### src/rtl/clkrate_pkg.sv
package clkrate_pkg;
  localparam int MASTER_HZ = 40_000_000;
  localparam int CNT_W     = 6;
  localparam int SEL_W     = 3;
  localparam int PORT_W    = 4;
  localparam int ADDR_W    = 2;
  localparam logic [SEL_W-1:0]  RESET_CODE = 3'b100;
  localparam logic [ADDR_W-1:0] SEL_ADDR   = 2'b01;

  // Output frequency for each rate code; upper codes saturate to the slowest.
  function automatic int rate_hz(input logic [SEL_W-1:0] code);
    case (code)
      3'd0:    return 20_000_000;
      3'd1:    return 10_000_000;
      3'd2:    return 4_000_000;
      3'd3:    return 2_000_000;
      3'd4:    return 1_000_000;
      default: return 400_000;
    endcase
  endfunction

  // Counter reload = master cycles per half-period minus one.
  function automatic int reload_of(input logic [SEL_W-1:0] code);
    return MASTER_HZ / (2 * rate_hz(code)) - 1;
  endfunction
endpackage

### src/rtl/clkrate_strobe_sync.sv
module clkrate_strobe_sync #(
  parameter int STAGES = 2
) (
  input  logic clk,
  input  logic rst,
  input  logic strobe,
  output logic rise
);
  // STAGES synchroniser flops plus one history flop for edge detection.
  logic [STAGES:0] shift_q;

  always_ff @(negedge clk) begin
    if (rst) shift_q <= '0;
    else     shift_q <= {shift_q[STAGES-1:0], strobe};
  end

  assign rise = shift_q[STAGES-1] & ~shift_q[STAGES];
endmodule

### src/rtl/clkrate_sel_reg.sv
module clkrate_sel_reg
  import clkrate_pkg::*;
#(
  parameter int                 DATA_W  = PORT_W,
  parameter int                 CODE_W  = SEL_W,
  parameter int                 AW      = ADDR_W,
  parameter logic [AW-1:0]      MY_ADDR = SEL_ADDR,
  parameter logic [CODE_W-1:0]  INIT    = RESET_CODE
) (
  input  logic              clk,
  input  logic              rst,
  input  logic              wr_pulse,
  input  logic [AW-1:0]     addr,
  input  logic [DATA_W-1:0] data,
  output logic [CODE_W-1:0] code
);
  logic wr_hit;
  logic unused_hi;

  assign wr_hit    = wr_pulse && (addr == MY_ADDR);
  assign unused_hi = ^data[DATA_W-1:CODE_W];

  always_ff @(negedge clk) begin
    if (rst)         code <= INIT;
    else if (wr_hit) code <= data[CODE_W-1:0];
  end
endmodule

### src/rtl/clkrate_divider.sv
module clkrate_divider
  import clkrate_pkg::*;
#(
  parameter int CW     = CNT_W,
  parameter int CODE_W = SEL_W
) (
  input  logic              clk,
  input  logic              rst,
  input  logic [CODE_W-1:0] code,
  output logic [CW-1:0]     cnt,
  output logic              tick_out
);
  logic [CW-1:0] reload_val;

  assign reload_val = CW'(reload_of(code));

  always_ff @(negedge clk) begin
    if (rst) begin
      cnt      <= '0;
      tick_out <= 1'b0;
    end else if (cnt == '0) begin
      cnt      <= reload_val;
      tick_out <= ~tick_out;
    end else begin
      cnt      <= cnt - 1'b1;
    end
  end
endmodule

### src/rtl/clkrate_gen.sv
module clkrate_gen
  import clkrate_pkg::*;
#(
  parameter int SYNC_STAGES = 2
) (
  input  logic              clk,
  input  logic              rst,
  input  logic [PORT_W-1:0] port_data,
  input  logic [ADDR_W-1:0] reg_addr,
  input  logic              reg_strobe,
  output logic              rate_clk
);
  logic             wr_pulse;
  logic [SEL_W-1:0] sel_code;
  logic [CNT_W-1:0] div_cnt;

  clkrate_strobe_sync #(.STAGES(SYNC_STAGES)) u_sync (
    .clk    (clk),
    .rst    (rst),
    .strobe (reg_strobe),
    .rise   (wr_pulse)
  );

  clkrate_sel_reg u_sel (
    .clk      (clk),
    .rst      (rst),
    .wr_pulse (wr_pulse),
    .addr     (reg_addr),
    .data     (port_data),
    .code     (sel_code)
  );

  clkrate_divider u_div (
    .clk      (clk),
    .rst      (rst),
    .code     (sel_code),
    .cnt      (div_cnt),
    .tick_out (rate_clk)
  );
endmodule

### config.mk
export PLATFORM = sky130hd
export DESIGN_NAME = clkrate_gen
export DESIGN_NICKNAME = d
export VERILOG_FILES = /design/src/rtl/clkrate_pkg.sv /design/src/rtl/clkrate_strobe_sync.sv /design/src/rtl/clkrate_sel_reg.sv /design/src/rtl/clkrate_divider.sv /design/src/rtl/clkrate_gen.sv
export SDC_FILE = /design/constraint.sdc
export NUM_CORES = 1
export LEC_CHECK = 0
export ABC_AREA = 1
export BUFFER_PORTS_ARGS = -buffer_cell sky130_fd_sc_hd__buf_2
export CAP_MARGIN = 20
export CORE_ASPECT_RATIO = 1.4
export CORE_MARGIN = 3
export CORE_UTILIZATION = 41
export CTS_CLUSTER_SIZE = 30
export DETAILED_ROUTE_END_ITERATION = 16
export PLACE_DENSITY = 0.63
export SYNTH_ARGS = -nofsm -noshare
export SYNTH_HDL_FRONTEND = slang
export SYNTH_SLANG_ARGS = --single-unit
### constraint.sdc
create_clock -name clk -period 56 [get_ports clk]
set_input_delay 14 -clock clk [delete_from_list [all_inputs] [get_ports clk]]
set_output_delay 14 -clock clk [all_outputs]
set_load 0.02 [all_outputs]
==> impl_metrics.csv <==
group,metric,value,unit
logic_synthesis,ys_seq_elements,13,
critical_path,crit_required,42000,ps
sta,setup_viol,0,
floorplanning,dieArea,31100,µm²
logic_synthesis,yosys.area.top_type_share,17.79,%
sta,worstMarginPinSlew,853.8,ps
critical_path,cp_max_fo,3,
placed_design,dp_hpwl,31410,µm
outcome,status,"complete, no violations",
global_route,grt_pass1_wl,64170,µm
logic_synthesis,ys_async_sr_fraction,0,%
floorplanning,initial_core_util,41.71,%
placed_design,io_buffer_count,8,
floorplanning,ios,10,
critical_path,worstSetupPathType,"register to output pin",
critical_path,crit_buf_inv,1,
route,num_vias,13310,
floorplanning,num_rows,73,
logic_synthesis,yosysSeqAreaShare,2.189,%
global_route,grt-ovfl-total,0,
finish,layout-drive-gt1-share,10.18,%
critical_path,crit_chain,"buf_2",
logic_synthesis,synth_area_leaders,"ha_1 18%, nand2_1 16%, inv_1 7.8%",
route,postRouteAntennaNets,0,
global_route,gr-usage-all-layers,25.32,%
clocking,cts-root-buf,"clkbuf_16",
clocking,cts_tree,"built",
global_route,grt_pass1_vias,13060,
critical_path,cp.arrival,28820,ps
logic_synthesis,synthCells,2023,
route,first_iter_violations,762,
global_route,antenna_found_initial,0,
route,wl_per_cell,16.72,µm
logic_synthesis,synthesis.area,11890,µm²
floorplanning,core_area,28500,µm²
clocking,postCtsSetupBuffers,0,
logic_synthesis,ys.flop_type,"dfxtp_1",
global_route,grt_max_degree,45,
critical_path,slowest_delay,330,ps
clocking,clk_latency,320,ps
clocking,cts.sinks,13,
clocking,cts_buffers,3,
logic_synthesis,synth_cell_types,70,
critical_path,crit_slowest_cell,"dfxtp_1",
finish,fillers,3208,
run,cap_violations,0,
logic_synthesis,synth.avg_cell_area,5.876,µm²
sta,slew_violations,0,
sta,slew_headroom,43.02,%
critical_path,path_delay_family,"flip-flops",
clocking,path_clk_slew,30,ps
critical_path,critPathCaptureType,"output pin",
finish,insertedDiodeCount,0,
clocking,cts_buffer_depth,2,
route,drt-pass1-iter-count,6,
route,totalWireLength,40090,µm
sta,fin_tns_setup,0,ps
clocking,ctsHtreeMaxLevel,1,
logic_synthesis,yosysTopAreaCell,"ha_1",
logic_synthesis,yosys_warnings,0,
sta,rsz0062_at_grt,"no",
floorplanning,die_x,149.9,µm
route,route.detailed.drc,0,
sta,fin_skew,7.285,ps
placed_design,gp_congestion,0.9868,
clocking,post_cts_resize_count,0,
route,via_per_inst,5.549,
logic_synthesis,synth-edff-count,0,
critical_path,critPathLaunchType,"register",
finish,layout.nets,2202,
hold_path,hp-class,"register to register",
floorplanning,die_y,207.5,µm
clocking,holdBufCountCts,0,
sta,hold_violations,0,
finish,area_delta_synth_final,2.821,%
-- per-stage QoR --
stage / std cells / cell area, µm² / utilization [%] / hold WS [ps] / worst slack, ps
after floorplan: 2031 / 11920 / - / 388.3 / 13410
after global placement: 2382 / 12100 / 42.46 / 397.2 / 13250
after detailed placement: 2382 / 12100 / 42.46 / 399.9 / 13260
after CTS: 2398 / 12220 / 42.89 / 409.4 / 13170
after global routing: 2398 / 12220 / 42.89 / 433.1 / 13140
final: 2398 / 12220 / 42.89 / 406.4 / 13180
-- area by class of cell --
class                           count  area (µm²)  share of cell area [%]
Inverter                          275        1055                   8.629
Multi-Input combinational cell   1693       10140                   82.99
Timing Repair Buffer               25       167.7                   1.372
Tap cell                          375       469.2                   3.839
Clock buffer                        3       75.07                  0.6142
Clock inverter                     14       52.55                  0.4299
Sequential cell                    13       260.3                   2.129
-- placed cells by master (no fill, tap or decap), types with 4 or more instances in the layout --
master | Yosys | routed
nand2_1 | 521 | 521
inv_1 | 246 | 259
ha_1 | 169 | 169
nor2_1 | 162 | 161
nand3_1 | 147 | 147
o21ai_0 | 130 | 130
a21oi_1 | 115 | 113
xor2_1 | 73 | 73
nand2_2 | 46 | 46
nand4_1 | 46 | 46
xnor2_1 | 38 | 38
nand3_2 | 23 | 23
nor3_1 | 22 | 22
or2_2 | 20 | 20
inv_2 | 20 | 20
nand2_4 | 19 | 19
buf_4 | 6 | 17
o21ai_1 | 15 | 14
nand3b_1 | 13 | 13
dfxtp_1 | 13 | 13
nor2_2 | 11 | 12
o21bai_1 | 12 | 12
a31oi_1 | 11 | 11
nor2_4 | 10 | 10
conb_1 | 2 | 10
a21o_1 | 8 | 8
nor4_1 | 8 | 8
buf_2 | 2 | 8
o211ai_1 | 6 | 6
inv_4 | 5 | 5
o31ai_1 | 5 | 5
a221oi_1 | 4 | 4
a211oi_1 | 4 | 4
-- registers in the layout, summed over array words and instances (netlist names) --
signal and flops:
u_div.cnt 6, u_div.tick_out 1, u_sel.code 3, u_sync.shift_q 3
-- tightest hold or removal path, stage by stage (launching register included) --
cell and delay (ps):
dfxtp_1 280, inv_1 40, nor2_1 30
-- cell usage after synthesis (all sizes together) (7+ instances only) --
cell type	n
nand2	589
inv	272
nor2	183
nand3	171
ha	169
o21ai	148
a21oi	116
xor2	73
nand4	47
buf	39
xnor2	38
nor3	24
or2	24
nand3b	15
dfxtp	13
o21bai	12
a31oi	11
clkbuf	10
a21o	8
nor4	8
o211ai	7
-- worst paths after layout --
path	from	to	slack, ps	cells past startpoint
hold reg to reg	u_sync.shift_q[0]	u_sync.shift_q[1]	410	2
setup / recovery	u_div.tick_out	rate_clk	13180	1
hold / removal	u_sync.shift_q[0]	u_sync.shift_q[1]	410	2
setup reg to reg	u_sel.code[2]	u_div.cnt[4]	28390	155
-- layer usage --
metal  share of wire, %  GRT usage, %  vias up
met1                 39         28.05     6087
met4                7.7         16.10        0
met2                 49         46.02      384
met3                3.7         1.594      163
met5                  0             0        -
li1                   -             -     6673
-- kinds of logic (layout without fill, tap and decap cells) --
group,Yosys count,after routing,share of synthesized area (%)
buffers and inverters,325,317,12.85
xor gates and xnor gates,111,111,8.178
other,2,10,0.06317
DFF,13,13,2.189
AOI/OAI and AO/OA,335,335,16.01
adders and majority gates,169,169,17.79
and+or+nand+nor,1068,1068,42.92
Power is not shown: default switching activity piles up to over one toggle a cycle in this logic, so the estimate is an artifact.
